--- config.mk ---
export PLATFORM = sky130hd
export DESIGN_NAME = cfg_serial_target
export DESIGN_NICKNAME = d
export VERILOG_FILES = /design/src/rtl/cfgst_pkg.sv /design/src/rtl/cfgst_line_sampler.sv /design/src/rtl/cfgst_byte_engine.sv /design/src/rtl/cfgst_reg_bank.sv /design/src/rtl/cfg_serial_target.sv
export SDC_FILE = /design/constraint.sdc
export NUM_CORES = 1
export LEC_CHECK = 0
export BUFFER_PORTS_ARGS = -buffer_cell sky130_fd_sc_hd__buf_2
export CAP_MARGIN = 20
export CORE_MARGIN = 1
export CORE_UTILIZATION = 55
export CTS_CLUSTER_SIZE = 20
export DETAILED_ROUTE_END_ITERATION = 6
export PLACE_DENSITY = 0.76
export SKIP_LAST_GASP = 1
export SLEW_MARGIN = 20
export SYNTH_ARGS = -nofsm -noshare
export SYNTH_HDL_FRONTEND = slang
export SYNTH_SLANG_ARGS = --single-unit
--- constraint.sdc ---
create_clock -name clk -period 2.6 [get_ports clk]
set_input_delay 0.26 -clock clk [delete_from_list [all_inputs] [get_ports clk]]
set_output_delay 0.26 -clock clk [all_outputs]
set_load 0.01 [all_outputs]
--- src/rtl/cfgst_pkg.sv ---
package cfgst_pkg;
  localparam logic [3:0] DEV_TYPE = 4'b1001;

  typedef enum logic [2:0] {
    ST_IDLE,
    ST_ADDR,
    ST_PTR,
    ST_DATA,
    ST_ACK,
    ST_RD,
    ST_RDACK,
    ST_WAIT
  } tgt_state_e;
endpackage

--- src/rtl/cfgst_line_sampler.sv ---
module cfgst_line_sampler #(
  parameter int SYNC_STAGES = 2
) (
  input  logic clk,
  input  logic rst_n,
  input  logic scl_i,
  input  logic sda_i,
  output logic sda_s,
  output logic scl_rise,
  output logic scl_fall,
  output logic start_det,
  output logic stop_det
);
  logic [SYNC_STAGES-1:0] scl_pipe, sda_pipe;
  logic scl_s, scl_q, sda_q;

  always_ff @(posedge clk or negedge rst_n) begin
    if (!rst_n) begin
      scl_pipe <= '1;
      sda_pipe <= '1;
      scl_q    <= 1'b1;
      sda_q    <= 1'b1;
    end else begin
      scl_pipe <= {scl_pipe[SYNC_STAGES-2:0], scl_i};
      sda_pipe <= {sda_pipe[SYNC_STAGES-2:0], sda_i};
      scl_q    <= scl_s;
      sda_q    <= sda_s;
    end
  end

  assign scl_s     = scl_pipe[SYNC_STAGES-1];
  assign sda_s     = sda_pipe[SYNC_STAGES-1];
  assign scl_rise  = scl_s & ~scl_q;
  assign scl_fall  = ~scl_s & scl_q;
  assign start_det = scl_s & scl_q & sda_q & ~sda_s;
  assign stop_det  = scl_s & scl_q & ~sda_q & sda_s;
endmodule

--- src/rtl/cfgst_byte_engine.sv ---
module cfgst_byte_engine
  import cfgst_pkg::*;
#(
  parameter int PTR_W = 4
) (
  input  logic             clk,
  input  logic             rst_n,
  input  logic             scl_rise,
  input  logic             scl_fall,
  input  logic             start_det,
  input  logic             stop_det,
  input  logic             sda_s,
  input  logic [2:0]       bus_addr,
  input  logic             busy,
  input  logic [7:0]       rd_byte,
  output logic             sda_oe,
  output logic             ptr_wr,
  output logic [PTR_W-1:0] ptr_val,
  output logic             rd_take,
  output logic             commit,
  output logic [7:0]       wr_data
);
  tgt_state_e state, ack_next;
  logic [2:0] bitcnt;
  logic [6:0] shreg, txsh;
  logic [7:0] rx_byte;
  logic       ack_phase, have_data, byte_end, addr_hit;

  assign rx_byte  = {shreg, sda_s};
  assign byte_end = scl_rise && (bitcnt == 3'd7);
  assign addr_hit = (rx_byte[7:4] == DEV_TYPE) && (rx_byte[3:1] == bus_addr) && !busy;
  assign ptr_wr   = (state == ST_PTR) && byte_end;
  assign ptr_val  = rx_byte[PTR_W-1:0];
  assign rd_take  = (state == ST_ACK) && scl_fall && ack_phase && (ack_next == ST_RD);
  assign commit   = stop_det && have_data;

  always_ff @(posedge clk or negedge rst_n) begin
    if (!rst_n) begin
      state     <= ST_IDLE;
      ack_next  <= ST_IDLE;
      bitcnt    <= '0;
      shreg     <= '0;
      txsh      <= '0;
      ack_phase <= 1'b0;
      have_data <= 1'b0;
      sda_oe    <= 1'b0;
      wr_data   <= '0;
    end else if (start_det) begin
      state     <= ST_ADDR;
      bitcnt    <= '0;
      ack_phase <= 1'b0;
      have_data <= 1'b0;
      sda_oe    <= 1'b0;
    end else if (stop_det) begin
      state     <= ST_IDLE;
      ack_phase <= 1'b0;
      have_data <= 1'b0;
      sda_oe    <= 1'b0;
    end else begin
      unique case (state)
        ST_ADDR, ST_PTR, ST_DATA: begin
          if (scl_rise) begin
            shreg  <= rx_byte[6:0];
            bitcnt <= bitcnt + 3'd1;
            if (byte_end) begin
              if (state == ST_ADDR) begin
                if (addr_hit) begin
                  state    <= ST_ACK;
                  ack_next <= rx_byte[0] ? ST_RD : ST_PTR;
                end else begin
                  state <= ST_WAIT;
                end
              end else if (state == ST_PTR) begin
                state    <= ST_ACK;
                ack_next <= ST_DATA;
              end else begin
                state     <= ST_ACK;
                ack_next  <= ST_WAIT;
                wr_data   <= rx_byte;
                have_data <= 1'b1;
              end
            end
          end
        end
        ST_ACK: begin
          if (scl_fall) begin
            if (!ack_phase) begin
              ack_phase <= 1'b1;
              sda_oe    <= 1'b1;
            end else begin
              ack_phase <= 1'b0;
              bitcnt    <= '0;
              state     <= ack_next;
              if (ack_next == ST_RD) begin
                txsh   <= rd_byte[6:0];
                sda_oe <= ~rd_byte[7];
              end else begin
                sda_oe <= 1'b0;
              end
            end
          end
        end
        ST_RD: begin
          if (scl_fall) begin
            if (bitcnt == 3'd7) begin
              sda_oe <= 1'b0;
              state  <= ST_RDACK;
            end else begin
              sda_oe <= ~txsh[6];
              txsh   <= {txsh[5:0], 1'b0};
              bitcnt <= bitcnt + 3'd1;
            end
          end
        end
        ST_RDACK: begin
          if (scl_rise) state <= ST_WAIT;
        end
        default: ;
      endcase
    end
  end
endmodule

--- src/rtl/cfgst_reg_bank.sv ---
module cfgst_reg_bank #(
  parameter int NUM_CFG     = 6,
  parameter int PTR_W       = 4,
  parameter int BUSY_CYCLES = 400
) (
  input  logic                 clk,
  input  logic                 rst_n,
  input  logic                 ptr_wr,
  input  logic [PTR_W-1:0]     ptr_val,
  input  logic                 rd_take,
  input  logic                 commit,
  input  logic [7:0]           wr_data,
  input  logic                 manual_rst_n,
  input  logic                 power_req_n,
  input  logic [7:0]           fault_i,
  output logic [7:0]           rd_byte,
  output logic                 busy,
  output logic                 a2_bit,
  output logic [NUM_CFG*8-1:0] cfg_flat
);
  localparam int IDX_W = $clog2(NUM_CFG);
  localparam int CNT_W = $clog2(BUSY_CYCLES + 1);
  localparam logic [PTR_W-1:0] FAULT_PTR = PTR_W'(NUM_CFG);

  logic [NUM_CFG-1:0][7:0] regs;
  logic [NUM_CFG-1:0]      wen;
  logic [PTR_W-1:0]        ptr;
  logic [CNT_W-1:0]        busy_cnt;
  logic                    commit_ok, ptr_in_cfg;

  assign ptr_in_cfg = ptr < FAULT_PTR;
  assign commit_ok  = commit && !manual_rst_n && power_req_n && ptr_in_cfg;

  for (genvar g = 0; g < NUM_CFG; g++) begin : g_cfg
    assign wen[g]              = commit_ok && (ptr == PTR_W'(g));
    assign cfg_flat[g*8 +: 8]  = regs[g];
  end

  always_ff @(posedge clk or negedge rst_n) begin
    if (!rst_n) begin
      regs <= '0;
    end else begin
      for (int i = 0; i < NUM_CFG; i++) begin
        if (wen[i]) regs[i] <= wr_data;
      end
    end
  end

  always_ff @(posedge clk or negedge rst_n) begin
    if (!rst_n) begin
      ptr <= '0;
    end else if (ptr_wr) begin
      ptr <= ptr_val;
    end else if (commit_ok || rd_take) begin
      ptr <= ptr + 1'b1;
    end
  end

  always_ff @(posedge clk or negedge rst_n) begin
    if (!rst_n) begin
      busy_cnt <= '0;
    end else if (commit_ok) begin
      busy_cnt <= CNT_W'(BUSY_CYCLES);
    end else if (busy_cnt != '0) begin
      busy_cnt <= busy_cnt - 1'b1;
    end
  end

  assign busy   = busy_cnt != '0;
  assign a2_bit = regs[NUM_CFG-1][0];

  always_comb begin
    if (ptr_in_cfg)             rd_byte = regs[ptr[IDX_W-1:0]];
    else if (ptr == FAULT_PTR)  rd_byte = fault_i;
    else                        rd_byte = '0;
  end
endmodule

--- src/rtl/cfg_serial_target.sv ---
module cfg_serial_target #(
  parameter int NUM_CFG     = 6,
  parameter int PTR_W       = 4,
  parameter int SYNC_STAGES = 2,
  parameter int BUSY_CYCLES = 400
) (
  input  logic                 clk,
  input  logic                 rst_n,
  input  logic                 scl_i,
  input  logic                 sda_i,
  output logic                 sda_oe_o,
  input  logic [1:0]           addr_pin_i,
  input  logic                 manual_rst_n,
  input  logic                 power_req_n,
  input  logic [7:0]           fault_i,
  output logic [NUM_CFG*8-1:0] cfg_o
);
  logic sda_s, scl_rise, scl_fall, start_det, stop_det;
  logic ptr_wr, rd_take, commit, busy, a2_bit;
  logic [PTR_W-1:0] ptr_val;
  logic [7:0] wr_data, rd_byte;

  cfgst_line_sampler #(.SYNC_STAGES(SYNC_STAGES)) u_sampler (
    .clk(clk), .rst_n(rst_n), .scl_i(scl_i), .sda_i(sda_i),
    .sda_s(sda_s), .scl_rise(scl_rise), .scl_fall(scl_fall),
    .start_det(start_det), .stop_det(stop_det)
  );

  cfgst_byte_engine #(.PTR_W(PTR_W)) u_engine (
    .clk(clk), .rst_n(rst_n), .scl_rise(scl_rise), .scl_fall(scl_fall),
    .start_det(start_det), .stop_det(stop_det), .sda_s(sda_s),
    .bus_addr({a2_bit, addr_pin_i}), .busy(busy), .rd_byte(rd_byte),
    .sda_oe(sda_oe_o), .ptr_wr(ptr_wr), .ptr_val(ptr_val),
    .rd_take(rd_take), .commit(commit), .wr_data(wr_data)
  );

  cfgst_reg_bank #(.NUM_CFG(NUM_CFG), .PTR_W(PTR_W), .BUSY_CYCLES(BUSY_CYCLES)) u_bank (
    .clk(clk), .rst_n(rst_n), .ptr_wr(ptr_wr), .ptr_val(ptr_val),
    .rd_take(rd_take), .commit(commit), .wr_data(wr_data),
    .manual_rst_n(manual_rst_n), .power_req_n(power_req_n), .fault_i(fault_i),
    .rd_byte(rd_byte), .busy(busy), .a2_bit(a2_bit), .cfg_flat(cfg_o)
  );
endmodule

==> metrics, run 1 <==
Placement Cell Area 5341 sq um; IO Port Bufs 64; Final period util between 80% and 90%; Worst path slowest cell dfstp_2; endpoint class of the critical path register; cells along the critical path and4b_1 -> nand3_1 -> nor3_4 -> nand2_2 -> mux2_1; Yosys top cell area share 48.66%; via-per-instance ratio between 5 and 6; Synth async-reset ratio 100.0%; grt total ovfl 0; Leakage around 0.0027 uW; power share of the combinational group 23.4%; Routed Antenna Nets 0; H-Tree Depth 3; boundary pin count 65; Die ar. 9264 sq um; Avg Cell Area, Syn approximately 12 sq um; Via Count 3493; Worst Setup EP u_bank.cfg_flat[11]$_DFFE_PN0P_; core area 8678 sq um; DR WL/cell 18.40 microns; Worst slew margin 49.04%; Max Transition Viols Final 0; f_max about 470 MHz; R2R Path End u_bank.cfg_flat[11]$_DFFE_PN0P_; Tightest Pin Transition 764.4 ps; final wirelength roughly 11 mm; final non-filler cell area 5577 sq um; initial antenna violation count 0; first-pass GRT wire length 17.12 mm; worst-path maximum fanout 10; WS Path Type register to register; Arr. time, crit path approximately 2300 ps; GRT Util Overall between 20% and 30%; layout cells sized above 1 37.58%; 1st-pass router iterations 5; count leader, synth dfrtp_1; WP buf/inv 0; initial DRC count 177; R2R depth 5; RSZ-0062 raised after global routing false; Die Y a little under 100 microns; WL met3 512 microns; setup TNS 0 ps; root buf cell clkbuf_8; cell internal pwr 2651 uW; Critical Path Start Type register; Clk pin slew, worst setup/hold paths approximately 100 ps; number of flops mapped to enable cells by yosys 0; worst reg2reg startpoint u_sampler.sda_pipe[1]$_DFF_PN1_; endpoints failing setup 0; fill count 688; largest cells by area after synthesis dfrtp_1 (49%), mux2_2 (15%), mux4_2 (3.7%); Synth Warn # 0; Clk pwr share 25.3%; Seq/Total Area, Yosys 51.88%; Inserted Clock Buffers 9; largest area contributor in the netlist dfrtp_1; status complete, no violations; Final min period 2107 ps; # DRC 0; switching share of power 32.21%; post-cts resize count 0; CP startpoint u_sampler.sda_pipe[1]$_DFF_PN1_; ys flop type dfrtp_1; Final HPWL DP 7.783 mm; most instantiated cells after synthesis dfrtp_1 (95), mux2_2 (66), o21ai_0 (29), nand2_1 (25), nor2_1 (23); CTS tree built; Max Cap Viol 0; clk_skew 14.03 ps; clock sinks 101; row count 34; Crit path max-delay family simple AND/OR/NAND/NOR gates; worst skew pair latency 360 ps; DRT met1 WL 4.943 mm; Final Wtd Congestion 0.8466; post-synth cell types 54; Final #Nets about 500; Post-CTS Setup Inserts 0; Synth-to-Final Area Change 14.14%; Hold Crit Class register to register; maximum vdd drop 0.0003713 V; highest routed layer met4; Crit. path cell count 5; WL met2 5.238 mm; Synth Instances 402; flops & latches, synth 101; Largest stage delay, worst path 630 ps; vias in the first global route 3333; initial core utilization 56.30%; final hold vios 0; post-synthesis cell area approximately 5000 sq um; antenna fix cells 0; Post-Syn Nets 425; pin count of the biggest net entering global routing 86; clk buf depth 2; Worst EP required ~2800 ps; reg-to-reg slack, setup between 400 and 500 ps; Die Width 96.25 microns; NetSw 1260 uW; Reg power frac 51.3%; pwr/cell area 701.4 nW/um^2; hold path startpoint u_sampler.scl_pipe[0]$_DFF_PN1_
-- power by group through the flow --
stage               registers (uW)  logic (uW)  clock network, uW
detailed placement            2030         913                  0
finish                        2010         917                990
global route                  2040        1040               1090
global placement              2020         887                  0
CTS                           2000         917               1020
floorplan                     1940         728                  0
-- timing repair --
| item | 4_1_cts | 5_1_grt |
|---|---|---|
| hold buffers | 2 | 1 |
| endpoints found under the hold margin | 2 | 7 |
| endpoints found under the setup margin | 0 | 0 |
-- flip-flops by register name, indices dropped and copies added (netlist names), 2 cells and up --
name	flops
u_engine.wr_data	8
u_engine.shreg	7
u_sampler.scl_pipe	2
u_engine.bitcnt	3
u_bank.ptr	4
u_engine.ack_next	3
u_sampler.sda_pipe	2
u_bank.busy_cnt	9
u_bank.cfg_flat	47
u_engine.txsh	7
u_engine.state	3
-- cell type report --
| cell class | count | area, sq um | share of cell area, % |
|---|---|---|---|
| Clock buffer | 10 | 127.6 | 2.289 |
| Clock inverter | 6 | 73.82 | 1.324 |
| Inverter | 10 | 37.54 | 0.6731 |
| Multi-Input combinational cell | 276 | 2243 | 40.23 |
| Sequential cell | 101 | 2535 | 45.46 |
| Tap cell | 108 | 135.1 | 2.423 |
| Timing Repair Buffer | 76 | 424.2 | 7.606 |
-- stage by stage --
| step | setup slack [ps] | std cells | hold slack, ps | util, % | power [uW] |
|---|---|---|---|---|---|
| after global placement | 537.8 | 568 | 345.8 | 61.55 | 2909 |
| after floorplan | 253.7 | 402 | -35.59 | - | 2666 |
| after detailed placement | 505.0 | 568 | 347.2 | 61.55 | 2946 |
| after CTS | 477.8 | 586 | 107.5 | 64.10 | 3939 |
| after global routing | 343.2 | 587 | 369.3 | 64.26 | 4170 |
| final | 493.0 | 587 | 353.8 | 64.26 | 3911 |
-- worst reg2reg max path: stages (launching register included) --
cell and delay (ps):
dfstp_2 630, and4b_1 270, nand3_1 210, nor3_4 280, nand2_2 240, mux2_1 370
-- layer usage --
layer	global-route usage (%)	vias to the layer above
met2	40.19	95
met1	35.38	1801
li1	-	1587
met4	6.592	0
met5	0	-
met3	4.897	10
-- cell families (layout without fill, tap and decap cells) --
group,after synthesis,after routing,share of synthesized area [%]
DFF,101,101,51.88
and+or+nand+nor,108,108,12.24
buffers and inverters,25,102,2.202
adders and majority gates,7,7,1.792
xor gates and xnor gates,12,12,2.151
muxes,88,88,21.82
AOI/OAI and AO/OA,61,61,7.913
-- cells in the final DEF, fill, tap and decap left out, types with 7 or more instances in the layout --
cell	Yosys	routed
inv_1	9	9
mux2i_1	12	12
clkbuf_8	0	9
mux4_2	8	8
nand2b_1	8	8
o21ai_0	29	29
nor2_1	23	23
mux2_2	66	66
buf_2	8	63
nand2_1	25	25
buf_4	1	9
dfrtp_1	95	95
nand3_1	11	11
nor2b_1	7	7
ha_1	7	7
-- how the worst min path moves through the flow --
stage | end | cells after the start
2_1_floorplan | u_bank.a2_bit$_DFFE_PN0P_ | 0
3_3_place_gp | u_sampler.scl_pipe[1]$_DFF_PN1_ | 0
3_5_place_dp | u_sampler.scl_pipe[1]$_DFF_PN1_ | 0
4_1_cts | u_engine.bitcnt[0]$_DFFE_PN0P_ | 1
5_1_grt | u_sampler.scl_pipe[1]$_DFF_PN1_ | 0
6_report | u_sampler.scl_pipe[1]$_DFF_PN1_ | 0
No activity file was read; power rests on OpenSTA's default activity.
==> inputs of run 2 (changes only) <==
Settings changed: CORE_UTILIZATION 55 to 52, PLACE_DENSITY 0.76 to 0.75.
Clock period 2.6 ns to 1.86 ns, I/O delays scaled along.
==> run 2 against run 1 <==
  * Clock skew grew 1.9 ps
  * Highest routed layer unchanged
  * Setup slack lost 460 ps
  * Total power grew 47%
  * Maximum frequency grew 15%
==> metrics, run 2 (synthesis results as in run 1) <==
grt total ovfl 0; boundary pin count 65; first-pass GRT wire length 18.77 mm; Max Cap Viol 0; Layout Utilization 65.14%; Tightest Pin Transition 498.1 ps; H-Tree Depth 3; final wirelength 11.43 mm; Final #Nets 529; CTS tree built; endpoints failing setup 0; maximum vdd drop roughly 0.00055 V; pin count of the biggest net entering global routing 38; f_max 547.1 MHz; Die Width 98.94 microns; Worst slew margin 65.93%; clock sinks 101; Fin Hold WS ~290 ps; antenna fix cells 0; final hold vios 0; initial core utilization 53.38%; R2R depth 8; initial DRC count around 150; final non-filler cell area 5962 sq um; Final min period 1828 ps; Routed Antenna Nets 0; Placement Cell Area 5669 sq um; max reg flops 47; worst-path maximum fanout 4; Leakage between 0.002 and 0.003 uW; Critical Path Start Type register; Inserted Clock Buffers 9; row count 35; root buf cell clkbuf_8; vias in the first global route 3631; WS Path Type register to register; Via Count 3565; Die ar. 9788 sq um; # DRC 0; layout cells sized above 1 44.03%; R2R Path End u_engine.state[0]$_DFFE_PN0P_; via-per-instance ratio 5.732; worst skew pair latency 390 ps; core area 9153 sq um; Hold Crit Class input pin to async pin; Layout Cells excl Fill 622; 1st-pass router iterations 7; RSZ-0062 raised after global routing true; GRT Util Overall 25.33%; Final Wtd Congestion 0.8466; clk_skew ~16 ps; DR WL/cell 18.38 microns; reg-to-reg slack, setup 30 ps; Total Power roughly 5700 uW; Clk pin slew, worst setup/hold paths about 110 ps; Die Y 98.94 microns; status complete, no violations; pwr/cell area a little under 1000 nW/um^2; most frequent cells in the layout dfrtp_1 (93), mux2_2 (66), buf_2 (63), buf_4 (37), o21ai_0 (26); most common cell after layout, fill and taps aside dfrtp_1; worst reg2reg startpoint u_engine.bitcnt[0]$_DFFE_PN0P_; Worst EP required ~2100 ps; clk buf depth 2; Final period util 98.27%; Synth-to-Final Area Change 22.02%; initial antenna violation count 0; IO Port Bufs 64; Arr. time, crit path around 2100 ps; Post-Place Cells 601; endpoint class of the critical path register; Final HPWL DP approximately 8.2 mm; Max Transition Viols Final 0
## run 2: cell type report
type | count | area, sq um
clock buffer | 9 | 123.9
clock inverter | 7 | 83.83
fill | 702 | 3191
inverter | 10 | 42.54
multi-input combinational | 276 | 2312
sequential | 101 | 2537
tap | 111 | 138.9
timing repair buffer | 108 | 723.2
## run 2: worst max-delay path: stages (launching register included)
cell      delay [ps]
dfrtp_1          400
ha_1             210
ha_2             200
nand2b_1         100
o22a_1           150
o22ai_1          100
buf_4            160
a211o_1          290
o31a_1           100
## run 2: repair_timing
action,4_1_cts,5_1_grt
setup buffers,2,0
gates resized for setup,6,10
endpoints found under the hold margin,23,0
setup endpoints to repair,38,37
hold buffers,3,0
pin swaps,1,4
## run 2: stage by stage
step | setup slack, ps | setup TNS (ps)
final | 32.24 | 0
after global routing | -28.02 | -118.6
after CTS | 1.579 | 0
after detailed placement | -88.80 | -1706
after global placement | 0.9402 | 0
after floorplan | -20.38 | -97.12
## run 2: worst max path at each step
stage                                    start                               to  slack [ps]  cells past startpoint
2_1_floorplan        u_bank.ptr[0]$_DFFE_PN0P_      u_engine.sda_oe$_DFFE_PN0P_         -20                     10
3_3_place_gp         u_sampler.scl_q$_DFF_PN1_  u_bank.cfg_flat[30]$_DFFE_PN0P_         0.9                      5
3_5_place_dp   u_sampler.scl_pipe[1]$_DFF_PN1_  u_bank.cfg_flat[29]$_DFFE_PN0P_         -90                      5
4_1_cts         u_engine.bitcnt[0]$_DFFE_PN0P_  u_engine.wr_data[1]$_DFFE_PN0P_           2                      7
5_1_grt              u_sampler.sda_q$_DFF_PN1_        u_bank.ptr[1]$_DFFE_PN0P_         -30                      6
6_report        u_engine.bitcnt[0]$_DFFE_PN0P_    u_engine.state[0]$_DFFE_PN0P_          30                      8
## run 2: where the power goes
part / internal (uW) / leakage (uW) / switching [uW] / total (uW)
sequential: 2480 / 0.00130 / 294 / 2780
combinational: 736 / 0.00156 / 782 / 1520
clock: 545 / 0.000105 / 891 / 1440
total: 3760 / 0.00296 / 1970 / 5730
## run 2: metal layers
metal / global-route usage, % / part of all wire, %
met1: 34.48 / 46
met2: 40.24 / 49
met3: 6.667 / 4.3
met4: 7.348 / 1.4
met5: 0 / 0
